$ cat src/rtl/lane_access_gen.sv
module lane_access_gen #(
  parameter int ADDR_W = 32
) (
  input  logic              clk,
  input  logic              rst_n,
  input  logic              req_valid,
  output logic              req_ready,
  input  logic              req_write,
  input  logic [1:0]        req_size,
  input  logic [ADDR_W-1:0] req_addr,
  input  logic [31:0]       req_wdata,
  output logic              bus_valid,
  input  logic              bus_ready,
  output logic              bus_write,
  output logic [ADDR_W-3:0] bus_addr,
  output logic [3:0]        bus_be,
  output logic [31:0]       bus_wdata,
  input  logic [31:0]       bus_rdata,
  output logic              rsp_valid,
  output logic              rsp_err,
  output logic [31:0]       rsp_rdata
);
  localparam logic [1:0] SZ_BYTE = 2'd0;
  localparam logic [1:0] SZ_HALF = 2'd1;
  localparam logic [1:0] SZ_WORD = 2'd2;

  logic [1:0]  lo;
  logic        misal, accept;
  logic [3:0]  st_be;
  logic [31:0] rep_data, shifted, aligned_rd;
  logic [1:0]  off_q, size_q;

  assign lo     = req_addr[1:0];
  assign misal  = (req_size == 2'd3) ||
                  (req_size == SZ_HALF && lo[0]) ||
                  (req_size == SZ_WORD && lo != 2'b00);
  assign req_ready = !bus_valid;
  assign accept    = req_valid && req_ready;

  always_comb begin
    case (req_size)
      SZ_BYTE: st_be = 4'b0001 << lo;
      SZ_HALF: st_be = lo[1] ? 4'b1100 : 4'b0011;
      default: st_be = 4'b1111;
    endcase
  end

  always_comb begin
    case (req_size)
      SZ_BYTE: rep_data = {4{req_wdata[7:0]}};
      SZ_HALF: rep_data = {2{req_wdata[15:0]}};
      default: rep_data = req_wdata;
    endcase
  end

  assign shifted = bus_rdata >> {off_q, 3'b000};

  always_comb begin
    case (size_q)
      SZ_BYTE: aligned_rd = {24'd0, shifted[7:0]};
      SZ_HALF: aligned_rd = {16'd0, shifted[15:0]};
      default: aligned_rd = shifted;
    endcase
  end

  always_ff @(posedge clk) begin
    if (!rst_n) begin
      bus_valid <= 1'b0;
      bus_write <= 1'b0;
      bus_addr  <= '0;
      bus_be    <= '0;
      bus_wdata <= '0;
      off_q     <= '0;
      size_q    <= '0;
      rsp_valid <= 1'b0;
      rsp_err   <= 1'b0;
      rsp_rdata <= '0;
    end else begin
      rsp_valid <= 1'b0;
      rsp_err   <= 1'b0;
      if (bus_valid && bus_ready) begin
        bus_valid <= 1'b0;
        rsp_valid <= 1'b1;
        rsp_rdata <= bus_write ? 32'd0 : aligned_rd;
      end else if (accept) begin
        if (misal) begin
          rsp_valid <= 1'b1;
          rsp_err   <= 1'b1;
          rsp_rdata <= 32'd0;
        end else begin
          bus_valid <= 1'b1;
          bus_write <= req_write;
          bus_addr  <= req_addr[ADDR_W-1:2];
          bus_be    <= req_write ? st_be : 4'b1111;
          bus_wdata <= rep_data;
          off_q     <= lo;
          size_q    <= req_size;
        end
      end
    end
  end
endmodule

$ cat config.mk
export PLATFORM = sky130hd
export DESIGN_NAME = lane_access_gen
export DESIGN_NICKNAME = d
export VERILOG_FILES = /design/src/rtl/lane_access_gen.sv
export SDC_FILE = /design/constraint.sdc
export NUM_CORES = 1
export LEC_CHECK = 0
export ABC_AREA = 1
export ABC_CLOCK_PERIOD_IN_PS = 1100
export BUFFER_PORTS_ARGS = -buffer_cell sky130_fd_sc_hd__buf_2
export CAP_MARGIN = 20
export CORE_MARGIN = 2
export CORE_UTILIZATION = 43
export CTS_BUF_LIST = sky130_fd_sc_hd__clkbuf_16
export DETAILED_ROUTE_END_ITERATION = 10
export PLACE_DENSITY = 0.81
export SYNTH_ARGS = -nofsm -noshare
export SYNTH_HDL_FRONTEND = slang
export SYNTH_SLANG_ARGS = --single-unit
$ cat constraint.sdc
create_clock -name clk -period 1.1 [get_ports clk]
set_input_delay 0.055 -clock clk [delete_from_list [all_inputs] [get_ports clk]]
set_output_delay 0.055 -clock clk [all_outputs]
set_load 0.005 [all_outputs]
-- Word-level counts from Yosys, hierarchy flattened
Index checks and enable logic that the tools add are counted.
- register bits: 106
- word-level logic and storage cells: 47
- bits of input ports: 103
- output and inout port bits: 103
- shift operators: 2
- bitwise logic cells: 3
- equal/unequal tests: 4
- reduce and logical (&&, ||, !) cells: 16
- muxes and demuxes: 12
- operators by type and width (kind ; count):
    32-bit two-way mux ; 4
    32-bit case mux with 2 select lines ; 2
    32-bit by 5-bit >> shifter with 32-bit output ; 1
    4-bit two-way mux ; 2
    4-bit case mux with 2 select lines ; 1
    2-bit nonzero test ; 3
    2-bit by 1-bit == test with 1-bit output, second input constant ; 2
    2-bit == test, second input constant ; 2
    1-bit logical AND ; 4
    2-bit logical NOT ; 2
    2-bit AND reduction ; 2
    1-bit by 2-bit << shifter with 4-bit output, first input constant ; 1
    1-bit two-way mux ; 3
    1-bit inverter ; 3
    3-bit AND reduction ; 1
    1-bit logical OR ; 2
    2-bit OR reduction ; 1
    1-bit logical NOT ; 1

-- Logic depth before layout (Yosys ltp)
- word-level depth: 7
- depth in mapped cells: 8
- mapped depth without buffers: 7

-- Least setup slack after synthesis
Ideal clock, no wire load.
- kind: register to register
- from: reg bus_valid
- to: reg bus_be[2]
- path buffers: 1
- clock period less this slack: 1253 ps
- data required time: 982 ps
- stages on the path, launching flop included: 8
- library setup time: 118 ps
- data arrival time: 1135 ps
- slack: -153 ps
- cells stage by stage: dfxtp_1 inv_1 nand2_1 inv_1 nand3_2 buf_2 nor3_1 nor2_1
- word-level cells in the longest chain between the ends: 3
- elaborated cells on any way between the ends: 5
- classes of those cells: bitwise (1); reduce/logical (4)
- ends and longest elaborated chain (element ; RTL line ; text):
    start, declared ; 12 ; output logic bus_valid,
    start signal, assigned ; 68 ; bus_valid <= 1'b0;
    start signal, assigned ; 82 ; bus_valid <= 1'b0;
    start signal, assigned ; 91 ; bus_valid <= 1'b1;
    1-bit logical NOT ; 37 ; assign req_ready = !bus_valid;
    net req_ready ; 7 ; output logic req_ready,
    1-bit logical AND ; 38 ; assign accept = req_valid && req_ready;
    3-bit AND reduction (no source line) ; -- ;
    end signal, assigned ; 94 ; bus_be <= req_write ? st_be : 4'b1111;
    end, declared ; 16 ; output logic [3:0] bus_be,
The timed path passes the listed nets, and every way through them passes these cells.
A chain may end at the register's enable or synchronous reset.

-- Worst setup path in the final report
- from: reg bus_valid
- to: reg bus_addr[22]
- word-level cells in the longest chain between the ends: 3
- elaborated cells on any way between the ends: 5
- classes of those cells: bitwise (1); reduce/logical (4)
- ends and longest elaborated chain (element ; RTL line ; text):
    1-bit logical NOT or 1-bit logical AND (tied branches) ; 37, 81 ;
    1-bit logical AND or 1-bit inverter (tied branches) ; -- ;
    3-bit AND reduction (no source line) * ; -- ;
    end signal, assigned ; 93 ; bus_addr <= req_addr[ADDR_W-1:2];
    end, declared ; 15 ; output logic [ADDR_W-3:0] bus_addr,
Mark *: on every way between the ends. The rest lies on a longest branch, timed or not.

==> impl_metrics.json <==
{
  "layout-drive-gt1-share": 0.4302,
  "synth_fp_nets": 810,
  "required_ps": 1360,
  "n_fill_cell": 714,
  "cts_root_buf": "clkbuf_16",
  "cap_viol_max_count": 0,
  "status": "finished with violations",
  "seqPwrFrac": 0.421,
  "cpPeakStageDelay_ps": 380,
  "hold_violations": 0,
  "cp-startpoint": "bus_valid$_SDFFE_PP0P_",
  "drc": 0,
  "cts.path.max_buffers": 2,
  "ioPinCount": 206,
  "yosysTopAreaCell": "dfxtp_1",
  "period_needed_ps": 1337,
  "die_area_mm2": 0.01179,
  "design_area_mm2": 0.008145,
  "multi_input_area_mm2": 0.002897,
  "switching_power_mw": 3.128,
  "slew_viol_final": 0,
  "coreArea_mm2": 0.01075,
  "syn-instance-count": 707,
  "min_path_type": "primary input to flop",
  "fmax_mhz": 748.1,
  "fin_nets": 1093,
  "fin_ws_ps": -236.8,
  "power.leakage_nw": 3.827,
  "ant_nets": 0,
  "path_cells": "inv_4 > nand2_8 > inv_8 > nand3_4 > buf_12 > buf_12 > nand2_1 > a21oi_1",
  "antenna_cells": 0,
  "p_clk_frac": 0.334,
  "cts_buffers": 9,
  "fin_tns_setup_ps": -14590,
  "h-tree-depth": 3,
  "dp_hpwl_um": 10570,
  "rows": 38,
  "r2r-start": "bus_valid$_SDFFE_PP0P_",
  "cp_top_family": "buffers and inverters",
  "slew_headroom": 0.6495,
  "cp-start-kind": "flop",
  "grt_pass1_wl_um": 24290,
  "synth_warnings": 0,
  "finClkSkew_ps": 7.084,
  "gp_congestion": 0.9163,
  "cp-end-kind": "flop",
  "synthToLayoutAreaGrowth_pct": 73.14,
  "synth_cell_types": 22,
  "grt_max_degree": 53,
  "synth.avg_cell_area_um2": 6.654,
  "power_density_mw_per_mm2": 1222,
  "grt_overflow": 0,
  "tightest_slew_ps": 520.2,
  "critPathMostFrequentCell": "buf_12",
  "synthesis.area_mm2": 0.004705,
  "ys_ff_latch": 106,
  "post-route-period-util": 1.215,
  "grt_util_all_layers": 0.2607,
  "violations": "negative setup slack",
  "wl_um": 21070,
  "arrival_ps": 1590,
  "routedWlPerCell_um": 18.56,
  "cp_max_fo": 7,
  "clock_latency_ps": 350,
  "dp_slack_ps": -170.7,
  "ir_worst_vdd_mv": 0.8847,
  "cts_tree": "yes",
  "holdWs_ps": 15.24,
  "synth_top_area_share": 0.4511,
  "cp_slowest_cell": "dfxtp_4",
  "crit_buf_inv": 4,
  "dr.pass1.iters": 7,
  "clock_sinks": 106,
  "swShare": 0.3143,
  "worstHoldStart": "bus_rdata[26]",
  "portBuffers": 205,
  "regArea_mm2": 0.002127,
  "grt_pass1_vias": 5140,
  "internal_power_mw": 6.823,
  "dieHeight_um": 108.6,
  "placed_area_mm2": 0.006230,
  "cts.clk_slew.worst_paths_ps": 80,
  "vias": 6299,
  "combPwrFrac": 0.245,
  "ys_top_cells_by_area": "dfxtp_1 45%, nand2_1 20%, a21oi_1 8.4%",
  "seq_area_frac_synth": 0.4511,
  "finalSetupViolCount": 107,
  "dieWidth_um": 108.6,
  "criticalPathCategory": "flop to flop",
  "antenna_found_initial": 0,
  "vias_per_cell": 5.550,
  "drtIter0Drc": 553,
  "initial_core_util": 0.4378,
  "rsz0062_at_grt": "yes"
}
==> logic make-up (layout without fill, tap and decap cells) <==
kind of cell | count (synthesis) | after routing | share of synthesized area
and+or+nand+nor | 387 | 388 | 0.3311
AOI/OAI and AO/OA | 128 | 128 | 0.1426
DFF | 106 | 106 | 0.4511
buffers and inverters | 86 | 373 | 0.07526
==> routing by layer <==
layer,track usage,up-vias,wire [µm]
met4,0.1200,0,1329
met3,0.06088,116,2089
met1,0.3026,2883,7479
met2,0.4531,458,10170
met5,0,-,0
li1,-,2842,-
==> sequential cells by signal, summed over array words and instances (netlist names) <==
name	cells
bus_write	1
rsp_rdata	32
bus_valid	1
bus_be	4
size_q	2
off_q	2
rsp_valid	1
bus_wdata	32
rsp_err	1
bus_addr	30
==> through the flow <==
stage	total power [mW]	utilization	instances
after floorplan	5.051	-	707
final	9.951	0.7580	1135
after global routing	10.29	0.7580	1135
after CTS	9.274	0.6566	1110
after detailed placement	5.811	0.5798	1050
after global placement	5.790	0.5798	1050
==> power by group through the flow <==
stage | combinational (mW) | sequential (mW) | clock, mW
after global routing | 2.59 | 4.21 | 3.49
after global placement | 1.56 | 4.23 | 0
final | 2.44 | 4.19 | 3.32
after detailed placement | 1.58 | 4.23 | 0
after CTS | 1.76 | 4.15 | 3.36
after floorplan | 0.795 | 4.26 | 0
==> final timing paths <==
path	slack, ps	to	cells past startpoint
worst max register to register	-240	bus_addr[22]$_SDFFE_PN0P_	8
worst min-delay path	20	rsp_rdata[26]$_SDFFE_PN0P_	3
worst max-delay path	-240	bus_addr[22]$_SDFFE_PN0P_	8
worst min register to register	470	bus_addr[4]$_SDFFE_PN0P_	2
==> layout make-up <==
cell class / count / share of cell area
multi-input cells: 516 / 0.3556
well taps: 140 / 0.02151
flip-flops and latches: 106 / 0.2611
clock inverters: 7 / 0.01045
repair buffers: 315 / 0.3031
clock buffers: 9 / 0.02765
inverters: 42 / 0.02058
==> synth_stat cells <==
cell type  count
o21ai_0       35
nand4_1        7
clkinv_1       1
inv_2          1
inv_1         40
dfxtp_1      106
buf_1          6
nor3_1         3
o211ai_1       9
nand2_1      256
a21oi_1       79
nor2_2         1
nor2_1        71
buf_2         22
buf_4          1
nand2_2        2
nand3_1       44
nand3_2        1
o21ai_1        3
clkbuf_1      15
o21ai_2        2
nor2_4         2
==> worst min-delay path: stages <==
cell	delay (ps)
buf_2	120
nand4_1	80
a21oi_1	60
==> placed cells by master (no fill, tap or decap), drive strengths merged <==
cell         count
dlygate4sd3     40
nand4            7
clkinvlp         1
nor3             3
a21oi           79
clkinv           4
o21ai           40
nand3           46
dfxtp          106
nand2          258
buf            262
bufbuf           1
inv             44
o211ai           9
clkbuf          21
nor2            74
==> what timing repair did <==
action,CTS,global route
buffers inserted,2,6
resized for setup,14,173
hold buffers,40,0
cloned,2,19
endpoints found under the hold margin,40,0
setup endpoints to repair,99,106
pin swaps,2,44
Power figures use the tool's default switching activity.
